==> src/rtl/vtx_pad_calc.sv <==
module vtx_pad_calc #(
  parameter int CW = 32,
  parameter int SW = 6,
  parameter int SMALL_LIM = 20
) (
  input  logic          clk,
  input  logic          rst_n,
  input  logic [CW-1:0] cnt_i,
  output logic [CW:0]   pad_o,
  output logic [2:0]    odd_o,
  output logic [SW-1:0] shift_o
);
  localparam int PW = CW + 1;

  logic [SW-1:0] lead;
  logic [SW-1:0] n_w;
  logic [3:0]    top;
  logic          big;
  logic [PW-1:0] pad_d;
  logic [2:0]    odd_d;
  logic [SW-1:0] shift_d;
  logic [4:0]    ratio;
  logic          live_q;

  always_comb begin
    lead = '0;
    for (int i = 0; i < CW; i++)
      if (cnt_i[i]) lead = SW'(i);
  end

  assign big = cnt_i >= CW'(SMALL_LIM);
  assign n_w = lead - SW'(3);
  assign top = 4'(cnt_i >> n_w);

  always_comb begin
    ratio   = 5'd16;
    odd_d   = 3'd0;
    shift_d = n_w + SW'(4);
    casez (top)
      4'b1000: begin ratio = 5'd9;  odd_d = 3'd4; shift_d = n_w;          end
      4'b1001: begin ratio = 5'd10; odd_d = 3'd2; shift_d = n_w + SW'(1); end
      4'b101?: begin ratio = 5'd12; odd_d = 3'd1; shift_d = n_w + SW'(2); end
      4'b110?: begin ratio = 5'd14; odd_d = 3'd3; shift_d = n_w + SW'(1); end
      default: ;
    endcase
    pad_d = PW'(ratio) << n_w;
    if (!big) begin
      pad_d = PW'({cnt_i[4:2] + 3'd1, 2'b00});
      case (cnt_i[4:2])
        3'd1:    begin odd_d = 3'd0; shift_d = SW'(3); end
        3'd2:    begin odd_d = 3'd1; shift_d = SW'(2); end
        3'd3:    begin odd_d = 3'd0; shift_d = SW'(4); end
        3'd4:    begin odd_d = 3'd2; shift_d = SW'(2); end
        default: begin odd_d = 3'd0; shift_d = SW'(2); end
      endcase
    end
  end

  always_ff @(posedge clk or negedge rst_n) begin
    if (!rst_n) begin
      pad_o   <= '0;
      odd_o   <= '0;
      shift_o <= '0;
      live_q  <= 1'b0;
    end else begin
      pad_o   <= pad_d;
      odd_o   <= odd_d;
      shift_o <= shift_d;
      live_q  <= 1'b1;
    end
  end

  AST_ABOVE_INPUT: assert property (@(posedge clk) disable iff (!rst_n) live_q |-> pad_o > {1'b0, $past(cnt_i)});
  AST_MULT_FOUR: assert property (@(posedge clk) disable iff (!rst_n) live_q |-> pad_o[1:0] == 2'b00);
  AST_ENCODING: assert property (@(posedge clk) disable iff (!rst_n) live_q |-> pad_o == (PW'({odd_o, 1'b1}) << shift_o));
  AST_CODE_RANGE: assert property (@(posedge clk) disable iff (!rst_n) live_q |-> odd_o <= 3'd4);
endmodule

==> config.mk <==
export PLATFORM = sky130hd
export DESIGN_NAME = vtx_pad_calc
export DESIGN_NICKNAME = d
export VERILOG_FILES = /design/src/rtl/vtx_pad_calc.sv
export SDC_FILE = /design/constraint.sdc
export NUM_CORES = 1
export LEC_CHECK = 0
export ABC_AREA = 1
export CORE_ASPECT_RATIO = 0.9
export CORE_MARGIN = 5
export CORE_UTILIZATION = 40
export CTS_BUF_LIST = sky130_fd_sc_hd__clkbuf_4 sky130_fd_sc_hd__clkbuf_8
export CTS_CLUSTER_SIZE = 24
export DETAILED_ROUTE_END_ITERATION = 12
export GPL_TIMING_DRIVEN = 0
export HOLD_SLACK_MARGIN = 0.08
export PLACE_DENSITY = 0.69
export SLEW_MARGIN = 20
export SYNTH_ARGS = -nofsm -noshare
export SYNTH_HDL_FRONTEND = slang
export SYNTH_SLANG_ARGS = --single-unit
==> constraint.sdc <==
create_clock -name clk -period 0.8 [get_ports clk]
set_input_delay 0.12 -clock clk [delete_from_list [all_inputs] [get_ports clk]]
set_output_delay 0.12 -clock clk [all_outputs]
set_load 0.005 [all_outputs]
[After elaboration in Yosys (flattened, before gate mapping)]
Index checks and enable logic that the tools add are counted.
Cells by class
  add/sub/neg operators: 5
  magnitude comparators: 1
  equality and inequality tests: 8
  shifts and indexed selects: 2
  mux-type cells: 39
  reduce and logical (&&, ||, !) cells: 1
Operators with widths (count)
  $mux W6: 30
  $mux W33: 1
  $shl A5 B6 Y33: 1
  $ge A32 B5 Y1 const B: 1
  $shr A32 B6 Y4: 1
  $pmux W5 S4: 1
  $pmux W6 S3: 1
  $pmux W3 S4: 1
  $eq A3 B3 Y1 const B: 3
  $eq A4 B4 Y1 const B: 2
  $add A6 B1 Y6 const B: 1
  $add A6 B2 Y6 const B: 1
  $add A6 B3 Y6 const B: 1
  $eq A3 B2 Y1 const B: 2
  $pmux W3 S2: 1
  $sub A6 B2 Y6 const B: 1
  $pmux W2 S2: 1
  $add A3 B1 Y3 const B: 1
  $eq A3 B1 Y1 const B: 1
  $mux W3: 1
  $mux W2: 1
  $reduce_or A2 Y1: 1
  $mux W1: 1
Word-level totals
  register bits: 42
  input port bits: 34
  logic and storage cells: 59

[Logic depth before layout (Yosys ltp)]
Gate-level depths: netlist (run 1).
  word-level depth: 37
  depth in mapped cells: 53
  mapped depth without buffers: 52

[Worst setup path after synthesis (run 1)]
No wires, ideal clock.
  kind: input-to-reg
  start: input cnt_i[2]
  end: register pad_o[26]
  library setup time: 0.079 ns
  arrival: 4.280 ns
  slack: -3.558 ns
  stages: 51
  buffers on the path: 3
  cells stage by stage: inv_2 > nand2_2 > nand2_1 > nand2_1 > nand2_1 > nand2_1 > nand2_1 > nand2_1 > nand2_1 > nand2_1 > nand2_1 > nand2_1 > nand2_1 > nand2_1 > nand2_1 > nand2_1 > nand2_1 > nand2_1 > (+15 left out) > clkbuf_1 > clkinv_1 > clkbuf_1 > nand3_1 > nand3_1 > nand2_1 > nand2_1 > nand2_1 > nand2_1 > nand2_2 > nand3_2 > nand2_2 > inv_2 > ha_1 > inv_1 > nor3_1 > nand2_1 > a21oi_1
Between the ends
  cells in the longest elaborated chain, start to end: 36
Ends and longest elaborated chain
  from (decl): line 8  | input logic [CW-1:0] cnt_i,
  $mux W2: line 28  | if (cnt_i[i]) lead = SW'(i);
  $mux W6 (29 in a row): line 28
  $sub A6 B2 Y6: line 32  | assign n_w = lead - SW'(3);
  $shr A32 B6 Y4: line 33  | assign top = 4'(cnt_i >> n_w);
  $eq A4 B4 Y1 or $eq A3 B3 Y1 (tied branches): line 39  | casez (top)
  $pmux W5 S4: line 39
  $shl A5 B6 Y33: line 46  | pad_d = PW'(ratio) << n_w;
  $mux W33 *: line 47  | if (!big) begin
  net pad_d[26]: line 19  | logic [PW-1:0] pad_d;
  to (signal assigned): line 66  | pad_o <= pad_d;
  to (decl): line 9  | output logic [CW:0] pad_o,
The timed path passes the listed nets; every way through them passes the cells marked *.

[Worst setup path in the final report (run 1)]
  start: input cnt_i[11]
  end: register pad_o[10]
Between the ends
  cells in the longest elaborated chain, start to end: 27
Ends and longest elaborated chain (line)
  $mux W6 (21 in a row): 28
  $sub A6 B2 Y6: 32
  $shr A32 B6 Y4: 33
  $eq A4 B4 Y1 or $eq A3 B3 Y1 (tied branches): 39
  $pmux W5 S4: 39
  $shl A5 B6 Y33: 46
  $mux W33 *: 47
  net pad_d[10]: 19
Marks and branches as above.

==> impl_metrics.tcl, run 1 <==
set metrics [dict create \
    worstMarginPinSlew_ps 696 \
    swShare_pct 42.1 \
    ys_ff_latch 42 \
    period_share_pct 499 \
    dpl.cell_count 783 \
    dpl-instance-area_sq_um 4880 \
    setup_viol 84 \
    first_global_vias 4366 \
    synth_top_area_share_pct 28.1 \
    fp.dieW_microns 112 \
    htree_levels 2 \
    syn_area_per_cell_sq_um 6.38 \
    report.final.slew_viol_count 0 \
    netlist_top_cells_area "dfrtp_1 (28%), nand2_1 (18%), nand3_1 (15%)" \
    p_clk_share_pct 15.0 \
    peakVddDrop_v 0.000971 \
    synth_area_sq_um 3730 \
    clock-sinks 42 \
    maxSlewHeadroom_pct 53.6 \
    cpMostUsedCell "nand2_1" \
    clockRootBuffer "clkbuf_8" \
    vias_per_cell 5.65 \
    synth_cell_types 33 \
    gp_congestion 0.898 \
    power_frac_comb_pct 58.3 \
    synth_largest_area_cell "dfrtp_1" \
    row_count 33 \
    final-hold-violation-count 0 \
    area_growth_pct 61.0 \
    wl_per_cell_microns 17.6 \
    final_cell_count_no_fill 847 \
    grt_usage_pct 23.9 \
    hold_ws_ps 259 \
    io_pins 76 \
    vias 4785 \
    ant_nets 0 \
    outcome "finished, violations left" \
    violations "setup timing" \
    antenna_found_initial 0 \
    start_util_pct 40.9 \
    clk_transition_reported_paths_ps 70 \
    ys_warn_count 0 \
    synth_cells 585 \
    wl_mm 14.9 \
    remaining_drc_errors 0 \
    arrival_ps 4200 \
    numCtsBuffers 5 \
    dp_hpwl_mm 9.63 \
    power.share.sequential_pct 26.7 \
    p_leak_nw 3.00 \
    die_y_microns 102 \
    syn_nets 630 \
    worstSetupEndpointType "flop" \
    power.density_nw_per_um2 1480 \
    start_kind "primary input" \
    required_ps 1010 \
    drive_gt1_share_pct 43.7 \
    min_path_type "in2async" \
    final_area_sq_um 6010 \
    setup_slack_ps -3190 \
    cts_buffer_depth 2 \
    final_nets 769 \
    first_pass_iters 5 \
    post-route-util_pct 65.9 \
    cts_tree "built" \
    crit_type "in2reg" \
    layout_min_cycle_time_ps 3990 \
    coreArea_sq_um 9130 \
    max_stage_delay_ps 440 \
    drt_iter0_drc 415 \
    fin_setup_tns_ps -132960 \
    grt_pass1_wl_mm 21.9 \
    critical_path.slowest_cell "clkdlybuf4s50_1" \
    worstPathMaxFanout 8 \
    diodes 0 \
    grt_max_degree 28 \
    overflow 0 \
    grt_setup_unrepaired "true" \
    intPower_mw 5.15 \
    p_switching_mw 3.75 \
    yosysSeqAreaShare_pct 28.1 \
    io_buffers 75 \
    fp.dieArea_sq_um 11400 \
    cap_violations 0 \
    max_freq_mhz 250 \
]
==> cells in the mapped netlist <==
cell type,number
nand2_1,179
nand3_1,114
inv_1,50
nor2_1,48
dfrtp_1,42
nand3_2,20
a21oi_1,19
o21ai_0,13
buf_2,11
ha_1,11
nand2_2,9
clkbuf_1,8
inv_2,8
o21ai_1,7
o211ai_1,6
buf_4,5
nor3_1,5
a31oi_1,4
nor2_2,4
or2_2,3
xor2_1,3
buf_12,2
clkinv_1,2
nand2_4,2
xnor2_1,2
a22oi_1,1
a41oi_1,1
buf_6,1
buf_8,1
nand4_1,1
nand4_2,1
nor3_2,1
o21bai_1,1
==> cells in the final DEF (no fill, tap or decap), drive strengths merged <==
master	synthesis	final
a21oi	19	19
a22oi	1	1
a31oi	4	4
a41oi	1	1
buf	20	124
clkbuf	8	14
clkdlybuf4s50	0	22
clkinv	2	4
dfrtp	42	42
dlygate4sd2	0	5
dlygate4sd3	0	1
ha	11	11
inv	58	58
nand2	190	190
nand3	134	134
nand4	2	2
nor2	52	52
nor3	6	6
o211ai	6	6
o21ai	20	20
o21bai	1	1
or2	3	3
xnor2	2	2
xor2	3	3
==> worst max-delay path, delay by kind of cell <==
family          cells  cell delay [ps]
buf+inv             9             1330
simple gates       32             2270
compound gates      1              180
fa+ha+maj           1              260
==> path summary, 6_finish.rpt <==
path,start,endpoint,depth (start not counted)
worst max-delay path,cnt_i[11],pad_o[10],43
worst min-delay path,rst_n,pad_o[15],2
max in group asynchronous,rst_n,pad_o[8],3
min in group clk,cnt_i[2],pad_o[2],5
==> kinds of logic after synthesis <==
group / count (synthesis) / synth area share, %
buf+inv: 88 / 11.1
fa+ha+maj: 11 / 3.69
simple gates: 387 / 48.2
flops: 42 / 28.1
xor+xnor: 5 / 1.17
compound gates: 52 / 7.74
==> timing repair <==
item,4_1_cts,5_1_grt
pin swaps,55,61
cloned,2,0
setup endpoints to repair,84,84
hold buffers,1,0
hold endpoints to repair,42,0
buffers inserted,44,12
gates resized for setup,304,98
==> sequential cells by signal (all words and copies together) (netlist names) <==
name     count
pad_o       33
shift_o      6
odd_o        3
==> layout make-up <==
cell class | count | area, sq um
Tap cell | 122 | 153
Clock buffer | 6 | 76.3
Timing Repair Buffer | 132 | 1060
Inverter | 60 | 294
Buffer | 28 | 314
Fill cell | 766 | 3110
Clock inverter | 2 | 13.8
Multi-Input combinational cell | 455 | 3050
Sequential cell | 42 | 1050
==> through the flow <==
stage | power [mW] | setup slack, ps
3_3_place_gp | 5.86 | -4310
5_1_grt | 9.37 | -3560
3_5_place_dp | 5.91 | -4340
6_report | 8.90 | -3190
4_1_cts | 8.07 | -3050
2_1_floorplan | 4.64 | -2900
==> per-layer routing <==
layer	wire, microns	share of wire, %	vias up	global-route usage, %
li1	-	-	2195	-
met1	6300	42	2278	34.3
met3	1400	9.4	50	4.30
met4	352	2.4	0	6.08
met5	0	0	-	0
met2	6830	46	262	37.5
==> power groups by stage <==
stage / Sequential (mW) / Clock, mW / Combinational, mW
3_3_place_gp: 2.42 / 0 / 3.44
6_report: 2.38 / 1.34 / 5.18
5_1_grt: 2.39 / 1.50 / 5.49
2_1_floorplan: 2.45 / 0 / 2.19
3_5_place_dp: 2.43 / 0 / 3.48
4_1_cts: 2.38 / 1.37 / 4.32
Note: power is estimated with default switching activity, not from simulation.
==> run 2: changes to the inputs <==
- CTS_CLUSTER_SIZE: 24 -> 20
==> results of run 2 <==
No change in the layout: final DEF, timing and power equal those of run 1.
